===== src/rtl/stk_pkg.sv =====
package stk_pkg;

    typedef enum logic [2:0] {
        ST_IDLE  = 3'd0,
        ST_PUSH  = 3'd1,
        ST_PULL  = 3'd2,
        ST_TOUCH = 3'd3,
        ST_LOAD  = 3'd4
    } stk_state_e;

    localparam logic [2:0] OPC_NONE  = 3'd0;
    localparam logic [2:0] OPC_PUSH  = 3'd1;
    localparam logic [2:0] OPC_PULL  = 3'd2;
    localparam logic [2:0] OPC_TOUCH = 3'd3;
    localparam logic [2:0] OPC_LOAD  = 3'd4;

endpackage


===== src/rtl/stk_seq_fsm.sv =====
module stk_seq_fsm
    import stk_pkg::*;
(
    input  logic       clk,
    input  logic       rst_n,
    input  logic [2:0] op_i,
    input  logic       emu_i,
    output stk_state_e state_o,
    output logic       mode_o,
    output logic       bus_en_o,
    output logic       bus_wr_o,
    output logic       dec_pend_o
);

    stk_state_e state_q;
    stk_state_e state_d;
    logic       mode_q;

    // next-state selection from the decoded request
    always_comb begin
        unique case (op_i)
            OPC_PUSH:  state_d = ST_PUSH;
            OPC_PULL:  state_d = ST_PULL;
            OPC_TOUCH: state_d = ST_TOUCH;
            OPC_LOAD:  state_d = ST_LOAD;
            default:   state_d = ST_IDLE;
        endcase
    end

    // state register, with the mode captured alongside the request
    always_ff @(posedge clk) begin
        if (!rst_n) begin
            state_q <= ST_IDLE;
            mode_q  <= 1'b0;
        end else begin
            state_q <= state_d;
            mode_q  <= emu_i;
        end
    end

    // outputs decoded from the current state
    always_comb begin
        bus_en_o   = 1'b0;
        bus_wr_o   = 1'b0;
        dec_pend_o = 1'b0;
        unique case (state_q)
            ST_IDLE:  ;
            ST_PUSH: begin
                bus_en_o   = 1'b1;
                bus_wr_o   = 1'b1;
                dec_pend_o = 1'b1;
            end
            ST_PULL:  bus_en_o = 1'b1;
            ST_TOUCH: bus_en_o = 1'b1;
            ST_LOAD:  ;
            default:  ;
        endcase
    end

    assign state_o = state_q;
    assign mode_o  = mode_q;

endmodule


===== src/rtl/stk_ptr_reg.sv =====
module stk_ptr_reg #(
    parameter int unsigned SP_W     = 16,
    parameter logic [SP_W/2-1:0] PAGE_HI = 8'h01,
    parameter logic [SP_W-1:0] RESET_SP = 16'h01FF
) (
    input  logic            clk,
    input  logic            rst_n,
    input  logic            dec_pend_i,
    input  logic            dec_mode_i,
    input  logic            pull_i,
    input  logic            load_i,
    input  logic            emu_i,
    input  logic            narrow_i,
    input  logic [SP_W-1:0] load_val_i,
    output logic [SP_W-1:0] sp_o
);

    localparam int unsigned HALF = SP_W / 2;
    localparam logic [HALF-1:0] LO_ONE = {{(HALF-1){1'b0}}, 1'b1};
    localparam logic [SP_W-1:0] SP_ONE = {{(SP_W-1){1'b0}}, 1'b1};
    localparam logic [SP_W-HALF-1:0] HI_ZERO = '0;

    logic [SP_W-1:0] sp_q;
    logic [SP_W-1:0] after_dec;
    logic [SP_W-1:0] sp_d;

    function automatic logic [SP_W-1:0] step(input logic [SP_W-1:0] v,
                                             input logic up,
                                             input logic emu);
        logic [HALF-1:0] lo;
        logic [SP_W-1:0] full;
        lo   = up ? (v[HALF-1:0] + LO_ONE) : (v[HALF-1:0] - LO_ONE);
        full = up ? (v + SP_ONE) : (v - SP_ONE);
        return emu ? {PAGE_HI, lo} : full;
    endfunction

    // post-decrement of a push completes at the end of its bus cycle
    always_comb begin
        after_dec = dec_pend_i ? step(sp_q, 1'b0, dec_mode_i) : sp_q;
    end

    always_comb begin
        if (load_i) begin
            if (emu_i)
                sp_d = {PAGE_HI, load_val_i[HALF-1:0]};
            else if (narrow_i)
                sp_d = {HI_ZERO, load_val_i[HALF-1:0]};
            else
                sp_d = load_val_i;
        end else if (pull_i) begin
            sp_d = step(after_dec, 1'b1, emu_i);
        end else begin
            sp_d = after_dec;
        end
    end

    always_ff @(posedge clk) begin
        if (!rst_n) sp_q <= RESET_SP;
        else        sp_q <= sp_d;
    end

    assign sp_o = sp_q;

endmodule


===== src/rtl/stk_addr_gen.sv =====
module stk_addr_gen #(
    parameter int unsigned SP_W   = 16,
    parameter int unsigned BANK_W = 8,
    parameter logic [SP_W/2-1:0] PAGE_HI = 8'h01
) (
    input  logic                   bus_en_i,
    input  logic                   mode_i,
    input  logic [SP_W-1:0]        sp_i,
    output logic [BANK_W+SP_W-1:0] addr_o
);

    localparam int unsigned HALF   = SP_W / 2;
    localparam int unsigned ADDR_W = BANK_W + SP_W;
    localparam logic [BANK_W-1:0] BANK_ZERO = '0;

    always_comb begin
        if (!bus_en_i)
            addr_o = '0;
        else if (mode_i)
            addr_o = {BANK_ZERO, PAGE_HI, sp_i[HALF-1:0]};
        else
            addr_o = {BANK_ZERO, sp_i};
    end

    logic [ADDR_W-1:0] unused_w;
    assign unused_w = addr_o;

endmodule


===== src/rtl/stk_addr_unit.sv =====
module stk_addr_unit #(
    parameter int unsigned SP_W   = 16,
    parameter int unsigned BANK_W = 8,
    parameter logic [SP_W/2-1:0] PAGE_HI  = 8'h01,
    parameter logic [SP_W-1:0]   RESET_SP = 16'h01FF
) (
    input  logic                   clk,
    input  logic                   rst_n,
    input  logic [2:0]             op_i,
    input  logic                   emu_i,
    input  logic                   idx_narrow_i,
    input  logic [SP_W-1:0]        load_val_i,
    output logic                   bus_valid_o,
    output logic                   bus_we_o,
    output logic [BANK_W+SP_W-1:0] bus_addr_o,
    output logic [SP_W-1:0]        sp_o
);

    import stk_pkg::*;

    stk_state_e state_w;
    logic       mode_w;
    logic       bus_en_w;
    logic       bus_wr_w;
    logic       dec_pend_w;
    logic [SP_W-1:0] sp_w;

    stk_seq_fsm u_fsm (
        .clk        (clk),
        .rst_n      (rst_n),
        .op_i       (op_i),
        .emu_i      (emu_i),
        .state_o    (state_w),
        .mode_o     (mode_w),
        .bus_en_o   (bus_en_w),
        .bus_wr_o   (bus_wr_w),
        .dec_pend_o (dec_pend_w)
    );

    stk_ptr_reg #(
        .SP_W     (SP_W),
        .PAGE_HI  (PAGE_HI),
        .RESET_SP (RESET_SP)
    ) u_ptr (
        .clk        (clk),
        .rst_n      (rst_n),
        .dec_pend_i (dec_pend_w),
        .dec_mode_i (mode_w),
        .pull_i     (op_i == OPC_PULL),
        .load_i     (op_i == OPC_LOAD),
        .emu_i      (emu_i),
        .narrow_i   (idx_narrow_i),
        .load_val_i (load_val_i),
        .sp_o       (sp_w)
    );

    stk_addr_gen #(
        .SP_W    (SP_W),
        .BANK_W  (BANK_W),
        .PAGE_HI (PAGE_HI)
    ) u_addr (
        .bus_en_i (bus_en_w),
        .mode_i   (mode_w),
        .sp_i     (sp_w),
        .addr_o   (bus_addr_o)
    );

    assign bus_valid_o = bus_en_w;
    assign bus_we_o    = bus_wr_w;
    assign sp_o        = sp_w;

    stk_state_e unused_state;
    assign unused_state = state_w;

endmodule


===== config.mk =====
export PLATFORM = sky130hd
export DESIGN_NAME = stk_addr_unit
export DESIGN_NICKNAME = d
export VERILOG_FILES = /design/src/rtl/stk_pkg.sv /design/src/rtl/stk_seq_fsm.sv /design/src/rtl/stk_ptr_reg.sv /design/src/rtl/stk_addr_gen.sv /design/src/rtl/stk_addr_unit.sv
export SDC_FILE = /design/constraint.sdc
export NUM_CORES = 1
export LEC_CHECK = 0
export BUFFER_PORTS_ARGS = -buffer_cell sky130_fd_sc_hd__buf_2
export CAP_MARGIN = 15
export CORE_UTILIZATION = 47
export CTS_BUF_LIST = sky130_fd_sc_hd__clkbuf_8
export CTS_CLUSTER_DIAMETER = 60
export DETAILED_ROUTE_END_ITERATION = 8
export GPL_TIMING_DRIVEN = 0
export HOLD_SLACK_MARGIN = 0.06
export PLACE_DENSITY_LB_ADDON = 0.05
export SKIP_LAST_GASP = 1
export SLEW_MARGIN = 20
export SYNTH_ARGS = -nofsm -noshare
export SYNTH_HDL_FRONTEND = slang
export SYNTH_SLANG_ARGS = --single-unit

===== constraint.sdc =====
create_clock -name clk -period 2.7 [get_ports clk]
set_input_delay 0 -clock clk [delete_from_list [all_inputs] [get_ports clk]]
set_output_delay 0 -clock clk [all_outputs]
set_load 0.02 [all_outputs]

==> results of run 1 <==
## state kept, by name (all words and copies together), names as in the netlist
signal	count
u_fsm.state_o	3
u_fsm.mode_o	1
u_ptr.sp_o	16
## metal layers
layer | part of all wire (%) | up-vias
li1 | - | 1153
met1 | 42 | 1123
met2 | 47 | 143
met3 | 9.5 | 15
met4 | 1.5 | 0
met5 | 0 | -
## how the worst max path moves through the flow
stage                     depth (start not counted)              from             end
after floorplan                                  12  u_fsm.state_o[2]  u_ptr.sp_o[14]
after global placement                           12  u_fsm.state_o[2]  u_ptr.sp_o[14]
after detailed placement                         12  u_fsm.state_o[2]  u_ptr.sp_o[14]
after CTS                                        12  u_fsm.state_o[2]  u_ptr.sp_o[14]
after global routing                              8  u_fsm.state_o[2]  u_ptr.sp_o[15]
final                                             7     u_ptr.sp_o[4]  u_ptr.sp_o[15]
## power by group
part           switching [mW]  leakage, nW  internal (mW)
registers              0.0286        0.165          0.314
clock network           0.124       0.0357          0.199
logic                   0.229         1.17          0.200
total                   0.382         1.38          0.712
## placed cells by master, fill, tap and decap left out, types with 3 or more instances in the layout
| cell | synthesis | layout |
|---|---|---|
| and3_1 | 10 | 10 |
| and2_1 | 5 | 5 |
| o211ai_1 | 16 | 16 |
| nor3_1 | 8 | 8 |
| a211oi_1 | 3 | 3 |
| o311ai_0 | 3 | 3 |
| dfxtp_4 | 0 | 3 |
| buf_4 | 8 | 43 |
| nor2_1 | 13 | 11 |
| dlygate4sd3_1 | 0 | 21 |
| buf_6 | 2 | 5 |
| or3_1 | 6 | 4 |
| mux2i_1 | 3 | 3 |
| xor2_1 | 3 | 3 |
| nor4_1 | 7 | 5 |
| clkbuf_1 | 6 | 4 |
| xnor2_1 | 12 | 11 |
| clkbuf_8 | 0 | 3 |
| dfxtp_1 | 20 | 16 |
| nand3_1 | 9 | 8 |
| buf_2 | 4 | 59 |
| nor4_4 | 1 | 3 |
| conb_1 | 1 | 8 |
| nor2b_1 | 5 | 5 |
| nand4_1 | 7 | 7 |
| inv_1 | 7 | 6 |
| or4_1 | 8 | 6 |
| o21ai_0 | 7 | 6 |
| a21oi_1 | 6 | 5 |
| nand2b_1 | 3 | 3 |
| nand2_1 | 24 | 23 |
## critical path, delay by kind of cell, from the launching register on
kind | cells | cell delay [ns]
AOI/OAI and AO/OA | 1 | 0.30
buffers and inverters | 1 | 0.21
DFF | 1 | 0.37
and+or+nand+nor | 5 | 1.72
## timing repair
item	CTS	global route
buffers inserted	29	12
gates cloned	0	0
hold endpoints to repair	20	0
gates resized for setup	29	16
pin swaps	14	13
hold buffers	21	0
endpoints found under the setup margin	8	8
## cell families after synthesis
| family | synth area share, % |
|---|---|
| fa+ha+maj | 1.33 |
| simple gates | 36.6 |
| other cells | 0.200 |
| compound gates | 22.3 |
| flops | 21.3 |
| mux | 1.60 |
| buf+inv | 9.61 |
| xor+xnor | 7.00 |
## final cells by class
class                   count  area [um^2]  share of cell area (%)
plain buffers              18          129                    4.29
clock buffers               3         41.3                    1.37
clock inverters             1         30.0                    1.00
inverters                   8         40.0                    1.33
multi-input cells         201         1470                    49.0
flip-flops and latches     20          413                    13.7
well taps                  48         60.1                    2.00
repair buffers            117          818                    27.2
==> results.toml, run 1 <==
[worst_hold_path]
whs_path_depth = 4
hold_class = "primary input to flop"
hold_end = "u_ptr.sp_o[8]"
hold_start = "idx_narrow_i"

[clock_tree]
clkTransAtPathRegs_ns = 0.09
cts_root_buffer = "clkbuf_8"
clock-sinks = 20
cts_buffers = 3
htree_levels = 1
cts_buffer_depth = 2
cts_tree = "yes"
clock_latency_ns = 0.28

[placed_design]
io_buffers = 56
dp.cells = 354
pre_cts_slack_ns = -0.428
dp_hpwl_um = 4040
place_congestion = 0.901
dpl_cell_area_um2 = 2280

[detailed_routing]
drc_errors = 0
viasPerCell = 5.85
vias = 2434
ant_nets = 0
drt_iter0_drc = 238
first_pass_iters = 5
drt_wl_total_um = 6840
wl_per_cell_um = 16.4

[global_routing]
antenna_found_initial = 0
grt_max_degree = 13
gr-total-overflow = 0
grt_pass1_wl_um = 10500
use_met1_pct = 45.3
grtUsageMet2_pct = 51.5
grt_pass1_vias = 2149
met3_usage_pct = 5.03
top_usage_layer = "met2"
track_usage_pct = 32.3

[sta]
hold_violations = 0
rsz0062_at_grt = "true"
fmax_mhz = 375
drv_slew = 0
layout_setup_ws_ns = 0.0327
post-route-period-util_pct = 98.8
clock_skew_ns = 0.0107
holdWs_ns = 0.0846
tightest_slew_ns = 1.03
setup_violations = 0
tns_ns = 0
finalWorstPathRequiredPeriod_ns = 2.67
relSlewSlack_pct = 31.4

[yosys]
netlist_area_um2 = 1880
async_flop_share_pct = 0
yosysMostFrequentCell = "nand2_1"
ys_top_cells_by_area = "dfxtp_1 (21%), o211ai_1 (6.4%), xnor2_1 (5.6%)"
synth_edf_count = 0
yosysTopAreaCell = "dfxtp_1"
synthCells = 243
avgSynthCellArea_um2 = 7.72
synth_ff_type = "dfxtp_1"
ys_seq_area_share_pct = 21.3
ys_seq_elements = 20
synth_top_area_share_pct = 21.3
synthTopCellsByCount = "nand2_1 (24), dfxtp_1 (20), o211ai_1 (16)"
ys_warn_count = 0
synth_cell_types = 56

[critical_path]
critPathMaxFanout = 10
arrival_ns = 2.89
cp-end-kind = "flop"
crit_path_top_delay_cell = "or4_1"
path_class = "flop to flop"
r2r_slack_ns = 0.03
r2r-end = "u_ptr.sp_o[15]"
crit_chain = "buf_2, or4_1, or3_4, o211ai_1, nand3_2, or4_1, nand3_1"
required_ns = 2.92
rr_startpoint = "u_ptr.sp_o[4]"
rr_worst_depth = 7
crit_path_start_kind = "flop"
max_stage_delay_ns = 0.53
crit_top_cell = "or4_1"

[finish]
drive_above_1_share_pct = 40.5
nets = 394
post-route-util_pct = 80.2
antenna_cells = 0
synthToLayoutAreaGrowth_pct = 60.2
design_area_um2 = 3000
final_cells = 416
fillers = 258

[floorplanning]
start_util_pct = 50.1
fp.dieH_um = 65.2
core_um2 = 3740
die-area_um2 = 4250
die_w_um = 65.2
fp-row-count = 22
io_pins = 65

[power]
vdd_drop_max_uv = 356
p_total_mw = 1.09
p_leak_nw = 1.38
power.density_nw_per_um2 = 364

[flow_run]
max-cap-violations = 0

[outcome]
status = "complete, no violations"
No activity file was read; power rests on OpenSTA's default activity.
==> run 2: changes to the inputs <==
CORE_UTILIZATION = 25   (was 47)
==> run 2 against run 1 <==
Clock skew is essentially flat. Hold slack lost 0.0049 ns. Sequential cell count stayed put. Utilization decreased by 39 points. Largest cell class unchanged. Routed wire length up 1.2%. Setup slack got worse by 0.044 ns. Combinational power decreased by 4%. The flow now finishes with violations (negative setup slack). Critical endpoint unchanged. First-iteration DRC count shrank 61%. Count of clock-buffer cells in the layout grew 1. Fmax decreased by 1.6%. Clock power is 22% lower.
==> results.toml, run 2 (synthesis results as in run 1) <==
[outcome]
status = "finished with violations"
failed_checks = "negative setup slack"

[clock_tree]
clock-sinks = 20
htree_levels = 1
cts_root_buffer = "clkbuf_8"
cts_buffers = 3
cts_tree = "yes"
cts_buffer_depth = 2
clock_latency_ns = 0.27
clkTransAtPathRegs_ns = 0.10

[critical_path]
cp-end-kind = "flop"
path_buf_inv = 2
critical_path.top_delay_family = "simple AND/OR/NAND/NOR gates"
max_stage_delay_ns = 0.54
crit_path_start_kind = "flop"
critPathMaxFanout = 8
crit_chain = "inv_4, ha_4, or3b_2, nor2_2, o311a_4, or4b_4, buf_6, or4_1, nand3_1"
arrival_ns = 2.92
required_ns = 2.91
crit_path_top_delay_cell = "or4b_4"
path_class = "flop to flop"

[power]
vdd_drop_max_uv = 152
p_leak_nw = 1.34
power.density_nw_per_um2 = 333

[floorplanning]
die_w_um = 88.6
fp-row-count = 31
start_util_pct = 25.9
die-area_um2 = 7850
core_um2 = 7250
io_pins = 65
fp.dieH_um = 88.6

[global_routing]
grt_pass1_wl_um = 10500
antenna_found_initial = 0
gr-total-overflow = 0
grt_pass1_vias = 2077
grt_max_degree = 12
track_usage_pct = 17.5

[finish]
largest_reg_flops = 16
synthToLayoutAreaGrowth_pct = 61.0
final_cell_mix = "buf_2 (58), buf_4 (35), nand2_1 (23), dlygate4sd3_1 (21)"
nets = 387
drive_above_1_share_pct = 39.3
regArea_um2 = 413
final_common_cell = "buf_2"
multi_input_area_um2 = 1470
design_area_um2 = 3020
fillers = 774
antenna_cells = 0

[flow_run]
max-cap-violations = 0

[sta]
post-route-period-util_pct = 100
fmax_mhz = 369
drv_slew = 0
holdWs_ns = 0.0797
rsz0062_at_grt = "true"
tns_ns = -0.0144
relSlewSlack_pct = 25.3
clock_skew_ns = 0.0108
layout_setup_ws_ns = -0.0111
finalWorstPathRequiredPeriod_ns = 2.71
hold_violations = 0
setup_violations = 2
tightest_slew_ns = 1.12

[placed_design]
place_congestion = 0.764
dp_hpwl_um = 4870
dpl_cell_area_um2 = 2340
io_buffers = 56

[detailed_routing]
drt_iter0_drc = 94
wl_per_cell_um = 15.0
drt_wl_total_um = 6920
vias = 2304
viasPerCell = 5.01
drc_errors = 0
first_pass_iters = 4
ant_nets = 0

[worst_hold_path]
hold_class = "primary input to flop"
## run 2: stage by stage
stage | cells | utilization, % | setup slack (ns) | total power, mW
2_1_floorplan | 250 | - | -0.154 | 0.567
3_3_place_gp | 405 | 32.3 | -0.461 | 0.664
3_5_place_dp | 405 | 32.3 | -0.447 | 0.663
4_1_cts | 453 | 40.4 | -0.0248 | 0.999
5_1_grt | 460 | 41.6 | -0.0737 | 1.06
6_report | 460 | 41.6 | -0.0111 | 1.01
## run 2: worst min-delay path: stages
cell     delay, ns
buf_2         0.09
nor2b_1       0.04
nor3_1        0.12
a21oi_1       0.05
## run 2: power by group
part | internal (mW) | total [mW] | switching [mW]
clock network | 0.130 | 0.253 | 0.123
registers | 0.314 | 0.342 | 0.0285
logic | 0.192 | 0.410 | 0.219
total | 0.636 | 1.01 | 0.370
## run 2: routing by layer
metal / global-route usage [%] / vias to the layer above / part of all wire, %
met3: 2.05 / 6 / 6.9
met1: 24.0 / 1072 / 47
met4: 2.64 / 0 / 0.84
li1: - / 1140 / -
met5: 0 / - / 0
met2: 29.9 / 86 / 46
## run 2: cell type report
class / instances / area share [%]
multi-input combinational: 201 / 48.7
tap: 99 / 4.10
inverter: 8 / 1.33
sequential: 20 / 13.7
buffer: 20 / 5.22
clock buffer: 4 / 1.82
timing repair buffer: 108 / 25.2
## run 2: worst paths after layout
kind / startpoint / to / slack, ns / cells after the start
min reg2reg: u_ptr.sp_o[6] / u_ptr.sp_o[6] / 0.72 / 3
max: u_ptr.sp_o[0] / u_ptr.sp_o[15] / -0.01 / 9
min: idx_narrow_i / u_ptr.sp_o[8] / 0.08 / 4
max reg2reg: u_ptr.sp_o[0] / u_ptr.sp_o[15] / -0.01 / 9
## run 2: timing repair
action | CTS | global route
setup endpoints to repair | 9 | 10
hold buffers | 21 | 0
setup buffers | 24 | 7
endpoints found under the hold margin | 20 | 0
pin swaps | 16 | 9
resized for setup | 32 | 13
==> run 3: changes to the inputs <==
HOLD_SLACK_MARGIN = 0.02   (was 0.06)
PLACE_DENSITY_LB_ADDON = default   (was 0.05)
SLEW_MARGIN = 25   (was 20)
==> run 3 against run 2 <==
The flow still finishes with violations (negative setup slack). Clock skew barely moved. Largest power group unchanged. Routed wire length fell by 5.3%. Register-to-register slack got worse by 0.09 ns.
==> results.toml, run 3 (synthesis results as in run 1) <==
[outcome]
status = "finished with violations"
failed_checks = "negative setup slack"

[critical_path]
rr_startpoint = "u_fsm.state_o[2]"
path_class = "flop to flop"
critPathMaxFanout = 4
r2r-end = "u_ptr.sp_o[12]"
r2r_slack_ns = -0.10
required_ns = 2.90
rr_worst_depth = 13
crit_path_start_kind = "flop"
arrival_ns = 3.00
cp-end-kind = "flop"

[clock_tree]
cts_tree = "yes"
cts_buffer_depth = 2
cts_root_buffer = "clkbuf_8"
clock_latency_ns = 0.27
cts_buffers = 3
clkTransAtPathRegs_ns = 0.09
clock-sinks = 20
htree_levels = 1

[global_routing]
grt_pass1_wl_um = 9920
grt_pass1_vias = 2118
antenna_found_initial = 0
grt_max_degree = 13
gr-total-overflow = 0
track_usage_pct = 16.1

[worst_hold_path]
hold_end = "u_fsm.state_o[1]"
hold_class = "primary input to flop"
whs_path_depth = 2
hold_start = "op_i[2]"

[sta]
finalWorstPathRequiredPeriod_ns = 2.80
drv_slew = 0
layout_setup_ws_ns = -0.100
post-route-period-util_pct = 104
setup_violations = 5
rsz0062_at_grt = "true"
fmax_mhz = 357
tns_ns = -0.268
tightest_slew_ns = 0.802
hold_violations = 0
clock_skew_ns = 0.0110
relSlewSlack_pct = 46.5

[floorplanning]
io_pins = 65
fp-row-count = 31
die_w_um = 88.6
start_util_pct = 25.9
fp.dieH_um = 88.6
die-area_um2 = 7850
core_um2 = 7250

[finish]
design_area_um2 = 3000
nets = 384
largest_reg_flops = 16
final_cell_mix = "buf_2 (58), buf_4 (36), nand2_1 (23), dlygate4sd3_1 (20), o211ai_1 (16)"
post-route-util_pct = 41.4
synthToLayoutAreaGrowth_pct = 60.0
drive_above_1_share_pct = 40.8
antenna_cells = 0
fillers = 747
final_common_cell = "buf_2"

[placed_design]
place_congestion = 0.805
dp_hpwl_um = 4500
io_buffers = 56
dpl_cell_area_um2 = 2340

[detailed_routing]
viasPerCell = 5.16
drt_iter0_drc = 232
vias = 2356
wl_per_cell_um = 14.3
drc_errors = 0
first_pass_iters = 4
drt_wl_total_um = 6550
ant_nets = 0

[flow_run]
max-cap-violations = 0

[power]
p_leak_nw = 1.33
vdd_drop_max_uv = 184
power.density_nw_per_um2 = 356
## run 3: changes by cell type in the layout (fill, tap and decap cells not counted), sizes merged
cell         change
inv              -1
clkinvlp         +1
buf              -3
bufinv           +1
dlygate4sd3      -1
## run 3: repair_timing
action                                  4_1_cts  5_1_grt
resized for setup                            24       22
hold endpoints to repair                     19        0
cloned                                        0        1
pin swaps                                    13       20
hold buffers                                 20        0
setup buffers                                18       11
endpoints found under the setup margin        8        7
## run 3: layout make-up
| type | instances | area, um^2 | area share [%] |
|---|---|---|---|
| plain buffers | 19 | 141 | 4.71 |
| clock inverters | 1 | 30.0 | 1.00 |
| well taps | 99 | 124 | 4.13 |
| clock buffers | 3 | 41.3 | 1.38 |
| flip-flops and latches | 20 | 415 | 13.8 |
| multi-input cells | 201 | 1490 | 49.6 |
| repair buffers | 106 | 719 | 24.0 |
| inverters | 8 | 41.3 | 1.38 |
## run 3: metrics by stage
stage / hold WS (ns) / setup WS [ns] / total power [mW] / cells
2_1_floorplan: 0.0715 / -0.154 / 0.567 / 250
3_3_place_gp: 0.193 / -0.380 / 0.657 / 405
3_5_place_dp: 0.199 / -0.395 / 0.660 / 405
4_1_cts: 0.0313 / -0.119 / 1.04 / 446
5_1_grt: 0.0719 / -0.171 / 1.12 / 457
6_report: 0.0594 / -0.100 / 1.07 / 457
## run 3: power breakdown
group / leakage (nW) / switching (mW) / internal (mW)
Combinational: 1.13 / 0.218 / 0.192
Sequential: 0.164 / 0.0341 / 0.314
Clock: 0.0357 / 0.113 / 0.198
## run 3: metal layers
layer / part of all wire [%] / GRT usage, % / up-vias
met1: 42 / 20.2 / 1118
met5: 0 / 0 / -
met4: 3.1 / 6.16 / 0
li1: - / - / 1128
met3: 5.3 / 2.05 / 17
met2: 50 / 28.1 / 93
## run 3: worst max path at each step
| stage | end | cells past startpoint | from | slack, ns |
|---|---|---|---|---|
| floorplan | u_ptr.sp_o[14] | 12 | u_fsm.state_o[2] | -0.15 |
| global placement | u_ptr.sp_o[14] | 12 | u_fsm.state_o[2] | -0.38 |
| global route | u_ptr.sp_o[12] | 13 | u_fsm.state_o[1] | -0.17 |
| finish | u_ptr.sp_o[12] | 13 | u_fsm.state_o[2] | -0.10 |
| CTS | u_ptr.sp_o[14] | 11 | u_fsm.state_o[2] | -0.12 |
| detailed placement | u_ptr.sp_o[14] | 13 | u_fsm.state_o[2] | -0.39 |
## run 3: critical path: stages (launching register included)
cell and delay (ns):
dfxtp_4 0.35, or3b_1 0.37, buf_6 0.15, inv_8 0.05, buf_8 0.12, nor2_4 0.04, a21oi_2 0.10, ha_2 0.18
nand2_2 0.06, a211o_4 0.36, or3_4 0.39, buf_6 0.13, a2111o_1 0.37, nand3_1 0.07
